$ cat src/rtl/wdg_pkg.sv
`timescale 1ns/1ps
// Package: shared key words and register indices for the keyed watchdog.
// Assumes a 16-bit key field in the low bits of the command register.
package wdg_pkg;
    localparam int KEY_W = 16;
    localparam logic [KEY_W-1:0] KEY_UNLOCK  = 16'h5555;
    localparam logic [KEY_W-1:0] KEY_REFRESH = 16'hAAAA;
    localparam logic [KEY_W-1:0] KEY_START   = 16'hCCCC;

    typedef enum logic [1:0] {
        REG_CMD  = 2'd0,
        REG_PSC  = 2'd1,
        REG_RLD  = 2'd2,
        REG_STAT = 2'd3
    } reg_idx_e;
endpackage

$ cat src/rtl/wdg_keys.sv
`timescale 1ns/1ps
// Key decoder: turns command-register writes into start and refresh strobes
// and tracks the unlock state of the configuration registers.
// Assumes cmd_wr is high for one cycle for each bus write.
module wdg_keys
    import wdg_pkg::*;
(
    input  logic             clk,
    input  logic             rst_n,
    input  logic             cmd_wr,
    input  logic [KEY_W-1:0] key,
    output logic             unlocked,
    output logic             start_stb,
    output logic             refresh_stb
);
    // Strobes decoded straight from the write cycle
    always_comb begin
        start_stb   = cmd_wr && (key == KEY_START);
        refresh_stb = cmd_wr && (key == KEY_REFRESH);
    end

    // Unlock flag: set by the unlock key, cleared by any other command write
    always_ff @(posedge clk) begin
        if (!rst_n) begin
            unlocked <= 1'b0;
        end else if (cmd_wr) begin
            unlocked <= (key == KEY_UNLOCK);
        end
    end
endmodule

$ cat src/rtl/wdg_cfg_slot.sv
`timescale 1ns/1ps
// Configuration slot: holds the bus-visible value, and a second copy that the
// counter uses. The second copy takes the new value after SYNC_CYCLES cycles.
// Busy is high while the transfer is pending. Assumes SYNC_CYCLES >= 1.
module wdg_cfg_slot #(
    parameter int              W           = 12,
    parameter logic [W-1:0]    RST_VAL     = '0,
    parameter int              SYNC_CYCLES = 3
) (
    input  logic         clk,
    input  logic         rst_n,
    input  logic         wr_en,
    input  logic [W-1:0] wdata,
    output logic [W-1:0] bus_q,
    output logic [W-1:0] active_q,
    output logic         busy
);
    localparam int BCNT_W = $clog2(SYNC_CYCLES + 1);

    logic [BCNT_W-1:0] bcnt;

    // Write capture, busy countdown and copy into the counter-side value
    always_ff @(posedge clk) begin
        if (!rst_n) begin
            bus_q    <= RST_VAL;
            active_q <= RST_VAL;
            bcnt     <= '0;
        end else if (wr_en) begin
            bus_q <= wdata;
            bcnt  <= BCNT_W'(SYNC_CYCLES);
        end else if (bcnt != '0) begin
            bcnt <= bcnt - 1'b1;
            if (bcnt == BCNT_W'(1)) begin
                active_q <= bus_q;
            end
        end
    end

    // Busy while a transfer is outstanding
    always_comb busy = (bcnt != '0);
endmodule

$ cat src/rtl/wdg_prescaler.sv
`timescale 1ns/1ps
// Prescaler: produces one tick every (2**BASE_LOG2) << min(code, MAX_CODE)
// cycles while run is high. Clear restarts the division from zero.
module wdg_prescaler #(
    parameter int PSC_W     = 3,
    parameter int BASE_LOG2 = 2,
    parameter int MAX_CODE  = 6
) (
    input  logic             clk,
    input  logic             rst_n,
    input  logic             run,
    input  logic             clear,
    input  logic [PSC_W-1:0] code,
    output logic             tick
);
    localparam int CNT_W    = BASE_LOG2 + MAX_CODE;
    localparam int CODE_TOP = (1 << PSC_W) - 1;

    logic [CNT_W-1:0] pcnt;
    logic [CNT_W-1:0] limit;
    int unsigned      shift;

    // Code clamp: a clamp is built only if the code can exceed MAX_CODE
    generate
        if (MAX_CODE < CODE_TOP) begin : g_clamp
            always_comb shift = (int'(code) > MAX_CODE) ? MAX_CODE : int'(code);
        end else begin : g_pass
            always_comb shift = int'(code);
        end
    endgenerate

    // Terminal count for the chosen division
    always_comb begin
        limit = CNT_W'((32'd1 << (BASE_LOG2 + shift)) - 32'd1);
        tick  = run && (pcnt == limit);
    end

    // Division counter
    always_ff @(posedge clk) begin
        if (!rst_n) begin
            pcnt <= '0;
        end else if (clear || !run || tick) begin
            pcnt <= '0;
        end else begin
            pcnt <= pcnt + 1'b1;
        end
    end
endmodule

$ cat src/rtl/wdg_downcounter.sv
`timescale 1ns/1ps
// Down-counter: loads the reload value on start or refresh, and counts down
// one step per tick while running. On a tick at zero it emits a one-cycle
// pulse and reloads. Running can only be cleared by reset.
module wdg_downcounter #(
    parameter int RLD_W = 12
) (
    input  logic             clk,
    input  logic             rst_n,
    input  logic             start,
    input  logic             refresh,
    input  logic             tick,
    input  logic [RLD_W-1:0] reload_val,
    output logic             running,
    output logic             wdt_pulse
);
    logic [RLD_W-1:0] cnt;

    // Running latch, count and timeout pulse
    always_ff @(posedge clk) begin
        if (!rst_n) begin
            running   <= 1'b0;
            cnt       <= '1;
            wdt_pulse <= 1'b0;
        end else begin
            wdt_pulse <= 1'b0;
            if (start) begin
                running <= 1'b1;
            end
            if (start || refresh) begin
                cnt <= reload_val;
            end else if (running && tick) begin
                if (cnt == '0) begin
                    cnt       <= reload_val;
                    wdt_pulse <= 1'b1;
                end else begin
                    cnt <= cnt - 1'b1;
                end
            end
        end
    end
endmodule

$ cat src/rtl/keyed_watchdog.sv
`timescale 1ns/1ps
// Keyed watchdog top: decodes the register port, routes keys and guarded
// configuration writes, and chains prescaler and down-counter.
// Assumes single-cycle writes and word-aligned addresses (bits 3:2 select).
module keyed_watchdog
    import wdg_pkg::*;
#(
    parameter int ADDR_W      = 4,
    parameter int PSC_W       = 3,
    parameter int RLD_W       = 12,
    parameter int SYNC_CYCLES = 3,
    parameter int BASE_LOG2   = 2,
    parameter int MAX_CODE    = 6
) (
    input  logic              clk,
    input  logic              rst_n,
    input  logic              bus_wr,
    input  logic [ADDR_W-1:0] bus_addr,
    input  logic [31:0]       bus_wdata,
    output logic [31:0]       bus_rdata,
    output logic              wdt_reset_o,
    output logic              running_o
);
    localparam logic [RLD_W-1:0] RLD_RST = '1;
    localparam logic [PSC_W-1:0] PSC_RST = '0;

    reg_idx_e         sel;
    logic             cmd_wr, psc_wr, rld_wr;
    logic             unlocked_w, start_w, refresh_w, tick_w;
    logic [PSC_W-1:0] psc_reg_w, psc_act_w;
    logic [RLD_W-1:0] rld_reg_w, rld_act_w;
    logic             psc_busy_w, rld_busy_w;
    logic [1:0]       status_w;
    logic             unused_bits;

    assign unused_bits = ^{bus_addr, bus_wdata};

    // Register select and write qualification
    always_comb begin
        sel    = reg_idx_e'(bus_addr[3:2]);
        cmd_wr = bus_wr && (sel == REG_CMD);
        psc_wr = bus_wr && (sel == REG_PSC) && unlocked_w;
        rld_wr = bus_wr && (sel == REG_RLD) && unlocked_w;
    end

    wdg_keys u_keys (
        .clk         (clk),
        .rst_n       (rst_n),
        .cmd_wr      (cmd_wr),
        .key         (bus_wdata[KEY_W-1:0]),
        .unlocked    (unlocked_w),
        .start_stb   (start_w),
        .refresh_stb (refresh_w)
    );

    wdg_cfg_slot #(.W(PSC_W), .RST_VAL(PSC_RST), .SYNC_CYCLES(SYNC_CYCLES)) u_psc (
        .clk      (clk),
        .rst_n    (rst_n),
        .wr_en    (psc_wr),
        .wdata    (bus_wdata[PSC_W-1:0]),
        .bus_q    (psc_reg_w),
        .active_q (psc_act_w),
        .busy     (psc_busy_w)
    );

    wdg_cfg_slot #(.W(RLD_W), .RST_VAL(RLD_RST), .SYNC_CYCLES(SYNC_CYCLES)) u_rld (
        .clk      (clk),
        .rst_n    (rst_n),
        .wr_en    (rld_wr),
        .wdata    (bus_wdata[RLD_W-1:0]),
        .bus_q    (rld_reg_w),
        .active_q (rld_act_w),
        .busy     (rld_busy_w)
    );

    wdg_prescaler #(.PSC_W(PSC_W), .BASE_LOG2(BASE_LOG2), .MAX_CODE(MAX_CODE)) u_psc_div (
        .clk   (clk),
        .rst_n (rst_n),
        .run   (running_o),
        .clear (start_w || refresh_w),
        .code  (psc_act_w),
        .tick  (tick_w)
    );

    wdg_downcounter #(.RLD_W(RLD_W)) u_cnt (
        .clk        (clk),
        .rst_n      (rst_n),
        .start      (start_w),
        .refresh    (refresh_w),
        .tick       (tick_w),
        .reload_val (rld_act_w),
        .running    (running_o),
        .wdt_pulse  (wdt_reset_o)
    );

    // Read-back multiplexer; the command register reads as zero
    always_comb begin
        status_w = {rld_busy_w, psc_busy_w};
        unique case (sel)
            REG_PSC:  bus_rdata = 32'(psc_reg_w);
            REG_RLD:  bus_rdata = 32'(rld_reg_w);
            REG_STAT: bus_rdata = 32'(status_w);
            default:  bus_rdata = 32'd0;
        endcase
    end
endmodule

$ cat config.mk
export PLATFORM = sky130hd
export DESIGN_NAME = keyed_watchdog
export DESIGN_NICKNAME = d
export VERILOG_FILES = /design/src/rtl/wdg_pkg.sv /design/src/rtl/wdg_keys.sv /design/src/rtl/wdg_cfg_slot.sv /design/src/rtl/wdg_prescaler.sv /design/src/rtl/wdg_downcounter.sv /design/src/rtl/keyed_watchdog.sv
export SDC_FILE = /design/constraint.sdc
export NUM_CORES = 1
export LEC_CHECK = 0
export ABC_CLOCK_PERIOD_IN_PS = 5100
export BUFFER_PORTS_ARGS = -buffer_cell sky130_fd_sc_hd__buf_2
export CAP_MARGIN = 30
export CORE_MARGIN = 3
export CORE_UTILIZATION = 50
export DETAILED_ROUTE_END_ITERATION = 10
export PLACE_DENSITY_LB_ADDON = 0.25
export SKIP_LAST_GASP = 1
export SLEW_MARGIN = 20
export SYNTH_ARGS = -nofsm -noshare
export SYNTH_HDL_FRONTEND = slang
export SYNTH_SLANG_ARGS = --single-unit
$ cat constraint.sdc
create_clock -name clk -period 5.1 [get_ports clk]
set_input_delay 0.51 -clock clk [delete_from_list [all_inputs] [get_ports clk]]
set_output_delay 0.51 -clock clk [all_outputs]
set_load 0.01 [all_outputs]
---- Word-level counts from Yosys, hierarchy flattened ----
Index checks and enable logic that the tools add are counted.
operators by class
  div/mod/pow operators ................... 0
  magnitude comparators ................... 1
  equality and inequality tests ........... 9
  shifts and indexed selects .............. 1
  add/sub/neg operators ................... 6
  reductions and logical operators ........ 24
  bitwise gates (word level) .............. 4
  $mul .................................... 0
  multiplexer cells ....................... 10
operators by type and width
  cell                                                    count
  two-way mux 12 bit                                      3
  case mux 12 bit (3 select lines)                        1
  adder 2 x 32 -> 32 bit (first input constant)           1
  equality test 16 bit (second input constant)            2
  << shifter 1 x 32 -> 8 bit (first input constant)       1
  equality test 16 x 15 -> 1 bit (second input constant)  1
  zero test 12 bit                                        1
  subtractor 12 x 1 -> 12 bit (second input constant)     1
  nonzero test 2 bit                                      5
  logical AND 1 bit                                       9
  adder 8 x 1 -> 8 bit (second input constant)            1
  equality test 8 bit                                     1
  two-way mux 2 bit                                       4
  subtractor 8 x 1 -> 8 bit (second input constant)       1
  equality test 2 x 1 -> 1 bit (second input constant)    3
  AND reduction 3 bit                                     2
  equality test 2 bit (second input constant)             2
  NOT 1 bit                                               4
  subtractor 2 x 1 -> 2 bit (second input constant)       2
  greater-than comparator 3 bit (second input constant)   1
  logical OR 1 bit                                        3
  two-way mux 3 bit                                       1
  OR reduction 3 bit                                      1
  zero test 2 bit                                         1
  3 further kinds                                         3
storage, ports and cells
  memory bits (read-only) ................. 0
  bits in latches ......................... 0
  bits of input ports ..................... 39
  register bits after elaboration ......... 57
  memories kept ........................... 0
  output and inout bits ................... 34
  bits in writable memories ............... 0
  word-level logic and storage cells ...... 66

---- Depth between registers and ports, before layout ----
Gate-level depths: netlist of run 1.
  depth in word-level cells ............... 10
  gate-level depth with buffers ........... 9
  gate-level depth less buffers ........... 8

---- Modules after synthesis ----
A second synthesis of run 1 with hierarchy kept.
second synthesis, totals
  cell total of the unflattened synthesis .. 371
  area, all modules ....................... 3,251.9 um2
by module, submodules not included
  module                sequential area each (um2)  area each (um2)  cells an instance  times used
  wdg_downcounter       280.3                       974.7            120                1
  wdg_cfg_slot (u_rld)  520.5                       973.4            104                1
  wdg_prescaler         160.2                       501.7            53                 1
  wdg_cfg_slot (u_psc)  160.2                       355.3            35                 1
  keyed_watchdog        0.0                         307.8            42                 1
  wdg_keys              20.0                        138.9            17                 1

---- Worst setup path after synthesis of run 1 ----
Ideal clock, no wire load.
  kind .................................... reg2reg
  start point ............................. register u_psc.active_q[1]
  end point ............................... register u_cnt.cnt[1]
  setup slack ............................. 2,953 ps
  data required time ...................... 4,958 ps
  cell stages (with the launch flop) ...... 10
  arrival ................................. 2,005 ps
  clock period less this slack ............ 2,147 ps
  setup time .............................. 142 ps
  path buffers ............................ 1
  cells stage by stage .................... dfxtp_1 inv_1 ha_1 nor3b_2 mux2i_1 xor2_1 o31ai_4 buf_2 o211ai_2 o211ai_1
on the way
  word-level cells in the longest chain between the ends .. 9
ends and longest elaborated chain
  item                                   line                   text
  from (decl)                            wdg_cfg_slot.sv:15     output logic [W-1:0] active_q,
  from (signal assigned)                 wdg_cfg_slot.sv:34     active_q <= bus_q;
  greater-than comparator 3 bit          wdg_prescaler.sv:26    always_comb shift = (int'(code) > MAX_CODE) ? MAX_CODE : int'(code);
  two-way mux 3 bit *                    wdg_prescaler.sv:26
  adder 2 x 32 -> 32 bit *               wdg_prescaler.sv:34    limit = CNT_W'((32'd1 << (BASE_LOG2 + shift)) - 32'd1);
  << shifter 1 x 32 -> 8 bit *           wdg_prescaler.sv:34
  subtractor 8 x 1 -> 8 bit *            wdg_prescaler.sv:34
  equality test 8 bit *                  wdg_prescaler.sv:35    tick = run && (pcnt == limit);
  logical AND 1 bit *                    wdg_prescaler.sv:35
  logical AND 1 bit *                    wdg_downcounter.sv:32  end else if (running && tick) begin
  nonzero test 2 bit (no source line) *  n/a
  to (signal assigned)                   wdg_downcounter.sv:31  cnt <= reload_val;
  to (signal assigned)                   wdg_downcounter.sv:34  cnt <= reload_val;
  to (signal assigned)                   wdg_downcounter.sv:37  cnt <= cnt - 1'b1;
  to (decl)                              wdg_downcounter.sv:17  logic [RLD_W-1:0] cnt;
Mark *: on every way between the ends. The rest lies on a longest branch, timed or not.
A chain may end at the register's enable or synchronous reset.

---- Worst setup path after layout of run 1 ----
  start point ............................. register u_psc.active_q[1]
  end point ............................... register u_cnt.cnt[8]
Same word-level chain as after synthesis.

==> metrics.txt, run 1 <==
status=finished, final reports clean; Most Used Layer, Global Route=met2; chip height=85.3 um; CP Launch Type=flip-flop; CTS tree=done; Core Area=roughly 6000 sq um; TritonCTS Buffers=9; Nets=between 400 and 500; CP Max Fanout=18; vias in the first global route=~2,400; crit path time final=2.65 ns; Final Cell Area=between 3000 and 4000 sq um; # hold bufs at CTS=0; total number of vias=approximately 2,700; ys flop type=dfxtp_1; post_cts resized=0; skew final=a little over 0.01 ns; reg2reg path depth=8; Cell Area, Synth=between 3000 and 4000 sq um; Top Ports=73; I/O Buffers=34; Setup Buffers After CTS=0; Area Overhead vs Synth=12.2%; H-tree Lvls=3; PwrDens=326 nW/um^2; Detailed Route WL=6.75 mm; CP max stage delay=approximately 0.67 ns; CTS root buf=clkbuf_8; Hold EP=u_rld.bus_q[4]$_SDFFE_PN1P_; grt total ovfl=0; WS Path Type=reg2reg; Initial DRC Count=199; Worst-Margin Slew=just over 0.8 ns; endpoints failing hold=0; Post-DP Area=about 3300 sq um; Max Slew Vio Count=0; VDD IR max=0.203 mV; CP Capture Type=flip-flop; Diodes inserted=0; Critical-path top delay cell=o31ai_4; EDFF count, synth=0; Max Cap Violations=0; Hold Path Stages=3; largest cells by area after synthesis=dfxtp_1 36%, nand2_1 6.7%, nand3_1 6.1%, buf_4 4.8%, ha_1 4.0%; cell taking the most area after synthesis=dfxtp_1; drt drc=0; clk buf depth=2; Register-to-Register Setup Slack=between 2 and 2.5 ns; Setup TNS=0 ns; hold crit path type=in2reg; R2R Path End=u_cnt.cnt[8]$_SDFFE_PN1P_; synthesized instance count=approximately 380; post-synth top area share=a little over a third; TritonCTS Sinks=57; ANT nets after route=0; GRT Total Usage=a little under a fifth; Worst-Skew Late Latency=0.33 ns; Avg Vias per Cell=approximately 5.4; M1 GR Usage=24.6%; RD Place Congestion=0.782; synthesis-stage register bit count=57; Wirelength per Cell=around 14 um; post-synthesis sequential area ratio=approximately 36%; CP arrival=2.90 ns; commonest non-fill, non-tap cells in the layout=57 x dfxtp_1, 56 x nand2_1, 38 x nand3_1, 34 x buf_2, 20 x conb_1; commonest non-fill, non-tap cell in the layout=dfxtp_1; share of layout cells above drive strength 1=15.5%; first-pass GRT wire length=11.2 mm; Die W=between 80 and 90 um; CP cell instances=inv_1 -> ha_1 -> nor3b_2 -> mux2i_1 -> xor2_1 -> o31ai_4 -> o21ai_0 -> a32oi_1; TritonRoute pass-1 iters=4; WP data required=between 5 and 6 ns; syn avg cell area=8.31 sq um; die area=about 7300 sq um; cell leakage power=around 1.5 nW; Max transition margin=approximately 45%; initial antenna violation count=0; final setup fails=0; DP HPWL=4.76 mm; count of different cell masters after synthesis=57; Initial Util=~52%; met2 usage=31.0%; Hold Startpoint=bus_wdata[4]; reg-to-reg startpoint=u_psc.active_q[1]$_SDFFE_PN0P_; RSZ-0062 raised after global routing=no; Max Clk Rate=378 MHz; post-synthesis async set-or-reset flop share=0%; Synth Warn #=0; number of core rows=28; grt met3 use=3.79%; period utilization=about 52%; Reg clk slew, reported paths=approximately 0.070 ns; largest net degree at the start of global routing=60
sequential cells by signal, summed over array words and instances, names as in the netlist, 2 cells and up:
| signal | cells |
|---|---|
| u_cnt.cnt | 12 |
| u_rld.bus_q | 12 |
| u_rld.active_q | 12 |
| u_psc.bus_q | 3 |
| u_rld.bcnt | 2 |
| u_psc.active_q | 3 |
| u_psc.bcnt | 2 |
| u_psc_div.pcnt | 8 |
routing by layer:
layer	wire, um	part of all wire [%]	vias to the layer above
met5	0	0	-
met4	98	1.5	0
met3	369	5.5	10
met2	3130	46	82
met1	3160	47	1209
li1	-	-	1353
power breakdown:
group | total (mW) | switching [mW] | leakage, nW | internal [mW]
clock network | 0.450 | 0.174 | 0.112 | 0.275
registers | 0.505 | 0.0219 | 0.462 | 0.483
logic | 0.195 | 0.106 | 0.965 | 0.0889
cell usage after synthesis, types with 3 or more instances:
master and n:
a21boi_0 3, a21oi_1 9, a22o_1 3, a32oi_1 7, and2_1 11, buf_4 20, clkbuf_1 13, dfxtp_1 57
ha_1 10, inv_1 10, mux2i_1 10, nand2_1 56, nand3_1 38, nand4_1 6, nor2_1 13, nor2b_1 19
nor3_1 8, nor4_1 4, nor4bb_1 4, o21a_1 3, o21ai_0 6, o21ai_1 13, or3_1 3, xnor2_1 6
xor2_1 7
worst max-delay path: cells and delay by family (launching register included):
family | cells | cell delay, ns
muxes | 1 | 0.25
adders and majority gates | 1 | 0.33
and+or+nand+nor | 1 | 0.21
DFF | 1 | 0.42
AOI/OAI and AO/OA | 3 | 1.12
buffers and inverters | 1 | 0.07
xor gates and xnor gates | 1 | 0.19
kinds of logic (layout without fill, tap and decap cells):
logic type / after synthesis / count (layout) / share of synthesized area [%]
multiplexers: 11 / 11 / 3.54
AND/OR/NAND/NOR: 185 / 185 / 31.9
adder cells (fa/ha/maj): 10 / 10 / 3.98
flip-flops: 57 / 57 / 36.3
buffers and inverters: 45 / 62 / 7.84
AO/OA/AOI/OAI: 56 / 56 / 12.7
XOR/XNOR: 13 / 13 / 3.62
other: 1 / 20 / 0.119
through the flow:
| stage | utilization [%] | power, mW | instances | hold WS, ns | setup WS (ns) |
|---|---|---|---|---|---|
| after floorplan | - | 0.667 | 397 | 0.440 | 2.95 |
| after global placement | 54.8 | 0.698 | 473 | 0.455 | 2.31 |
| after detailed placement | 54.8 | 0.707 | 473 | 0.461 | 2.30 |
| after CTS | 58.4 | 1.16 | 488 | 0.400 | 2.47 |
| after global routing | 58.9 | 1.21 | 489 | 0.434 | 2.19 |
| final | 58.9 | 1.15 | 489 | 0.413 | 2.45 |
final cells by class:
type	count	area (sq um)
multi-input combinational	295	1830
sequential	57	1140
clock buffer	13	179
tap	75	93.8
inverter	10	37.5
fill	540	2460
clock inverter	2	35.0
timing repair buffer	37	213
how the worst max path moves through the flow:
stage / startpoint / to / slack (ns) / depth (start not counted)
global route: u_psc.active_q[1]$_SDFFE_PN0P_ / u_cnt.cnt[11]$_SDFFE_PN1P_ / 2.19 / 8
CTS: u_psc.active_q[1]$_SDFFE_PN0P_ / u_cnt.cnt[8]$_SDFFE_PN1P_ / 2.47 / 8
detailed placement: bus_addr[3] / u_rld.active_q[5]$_SDFFE_PN1P_ / 2.30 / 6
global placement: bus_addr[3] / u_rld.active_q[11]$_SDFFE_PN1P_ / 2.31 / 6
floorplan: u_psc.active_q[1]$_SDFFE_PN0P_ / u_cnt.cnt[1]$_SDFFE_PN1P_ / 2.95 / 9
finish: u_psc.active_q[1]$_SDFFE_PN0P_ / u_cnt.cnt[8]$_SDFFE_PN1P_ / 2.45 / 8
Note: power is estimated with default switching activity, not from simulation.
==> inputs of run 2 (changes only) <==
Settings changed: ABC_CLOCK_PERIOD_IN_PS 5100 to 2670.
Clock period 5.1 ns to 2.67 ns, I/O delays scaled along.
==> run 2 against run 1 <==
  * Hold slack got worse by 0.24 ns
  * Sequential power increased by 91%
  * Clock power increased by 77%
  * Global-route usage increased by 0.35 points
  * Core utilization decreased by 0.38 points
  * Clock skew decreased by 0.0011 ns
  * Routed wire length decreased by 1.1%
  * Register-to-register slack got worse by 2.3 ns
  * Design area decreased by 0.64%
==> metrics.txt, run 2 (synthesis results as in run 1) <==
chip height=85.3 um; CP Capture Type=flip-flop; final setup fails=0; Top Ports=73; Initial DRC Count=143; largest net degree at the start of global routing=32; reg2reg path depth=8; WP data required=about 3 ns; Crit. path cell count=8; drt drc=0; Max transition margin=a little over two fifths; Reg clk slew, reported paths=about 0.06 ns; vias in the first global route=between 2,000 and 3,000; H-tree Lvls=3; share of layout cells above drive strength 1=15.6%; DP HPWL=4.86 mm; period utilization=between 90% and 100%; first-pass GRT wire length=roughly 11 mm; Setup TNS=0 ns; ANT nets after route=0; commonest non-fill, non-tap cell in the layout=dfxtp_1; GRT Total Usage=between 10% and 20%; die area=a little over 7000 sq um; Initial Util=about 52%; TritonCTS Buffers=9; CP cell instances=inv_1 -> ha_1 -> nor3b_2 -> mux2i_1 -> xor2_1 -> o31a_1 -> nand3_1 -> nor2b_1; status=finished, final reports clean; Die W=85.3 um; # hold bufs at CTS=0; CP arrival=~2.8 ns; Critical-path top delay cell=dfxtp_1; Core Area=approximately 6000 sq um; number of core rows=28; smallest hold slack=about 0.17 ns; CP Launch Type=flip-flop; CTS tree=done; CTS root buf=clkbuf_8; WS Path Type=reg2reg; CP max stage delay=~0.44 ns; RD Place Congestion=0.846; Setup Buffers After CTS=0; Max Slew Vio Count=0; clk buf depth=2; TritonRoute pass-1 iters=5; Fill cells=~550; Max Clk Rate=slightly above 400 MHz; Max Cap Violations=0; Register-to-Register Setup Slack=between 0.15 and 0.2 ns; PwrDens=between 600 and 700 nW/um^2; Avg Vias per Cell=around 5.4; crit path time final=2.48 ns; commonest non-fill, non-tap cells in the layout=57 x dfxtp_1, 56 x nand2_1, 38 x nand3_1, 34 x buf_2, 20 x conb_1; Detailed Route WL=approximately 6.7 mm; reg-to-reg startpoint=u_psc.active_q[1]$_SDFFE_PN0P_; Wirelength per Cell=13.5 um; CP bufs+invs=1; largest registers=u_cnt.cnt: 12 flops, u_rld.active_q: 12 flops, u_rld.bus_q: 12 flops; CP Max Fanout=7; endpoints failing hold=0; Nets=462; R2R Path End=u_psc_div.pcnt[5]$_SDFF_PP0_; grt total ovfl=0; Worst-Skew Late Latency=about 0.34 ns; post_cts resized=0; Diodes inserted=0; initial antenna violation count=0; cell leakage power=between 1.5 and 2 nW; hold crit path type=in2reg; VDD IR max=roughly 0.42 mV; Area Overhead vs Synth=11.5%; I/O Buffers=34; crit path from=u_psc.active_q[1]$_SDFFE_PN0P_; crit path to=u_psc_div.pcnt[5]$_SDFF_PP0_; TritonCTS Sinks=57; total number of vias=~2,700; skew final=roughly 0.0091 ns; crit-path leading delay family=simple AND/OR/NAND/NOR gates; Worst-Margin Slew=~0.84 ns; RSZ-0062 raised after global routing=no
==> run 2: cell count changes in the layout (fill, tap and decap cells not counted) <==
cell,previous run,this run
buf_16,1,0
buf_4,2,6
clkbuf_1,0,3
clkbuf_8,13,10
clkinv_2,1,2
==> run 2: stage by stage <==
stage	worst slack, ns	cell area, sq um	instances	power [mW]	util, %
floorplan	0.523	3210	397	1.27	-
detailed placement	0.205	3310	477	1.35	55.3
CTS	0.180	3500	493	2.14	58.5
global placement	0.340	3310	477	1.33	55.3
finish	0.191	3500	493	2.13	58.5
global route	0.0270	3500	493	2.23	58.5
==> run 2: how the worst min path moves through the flow <==
stage                                   start                        endpoint  slack, ns  cells after the start
5_1_grt                          bus_wdata[4]     u_rld.bus_q[4]$_SDFFE_PN1P_       0.18                      3
2_1_floorplan                    bus_wdata[0]     u_rld.bus_q[0]$_SDFFE_PN1P_       0.39                      2
3_3_place_gp   u_rld.active_q[8]$_SDFFE_PN1P_  u_rld.active_q[8]$_SDFFE_PN1P_       0.45                      2
6_report                         bus_wdata[4]     u_rld.bus_q[4]$_SDFFE_PN1P_       0.17                      3
4_1_cts                          bus_wdata[4]     u_rld.bus_q[4]$_SDFFE_PN1P_       0.16                      3
3_5_place_dp   u_rld.active_q[8]$_SDFFE_PN1P_  u_rld.active_q[8]$_SDFFE_PN1P_       0.46                      2
==> run 2: per-layer routing <==
metal / wire length [um] / global-route usage [%] / up-vias
met5: 0 / 0 / -
met4: 106 / 7.63 / 0
met3: 357 / 4.27 / 13
met2: 3100 / 32.1 / 77
met1: 3110 / 24.2 / 1232
li1: - / - / 1353
==> run 2: layout make-up <==
class | count | area, sq um | share of cell area (%)
timing repair buffer | 40 | 215 | 6.14
sequential | 57 | 1140 | 32.6
inverter | 10 | 37.5 | 1.07
clock buffer | 13 | 149 | 4.25
multi-input combinational | 295 | 1830 | 52.1
tap | 75 | 93.8 | 2.68
clock inverter | 3 | 40.0 | 1.14
==> run 2: report_power, final <==
group	total, mW	switching [mW]	internal, mW
clock	0.797	0.343	0.455
combinational	0.366	0.199	0.167
sequential	0.966	0.0440	0.922
==> run 2: worst min-delay path: cells and delay by family <==
family	cells	cell delay (ns)
buffers and inverters	1	0.09
AND/OR/NAND/NOR	2	0.10
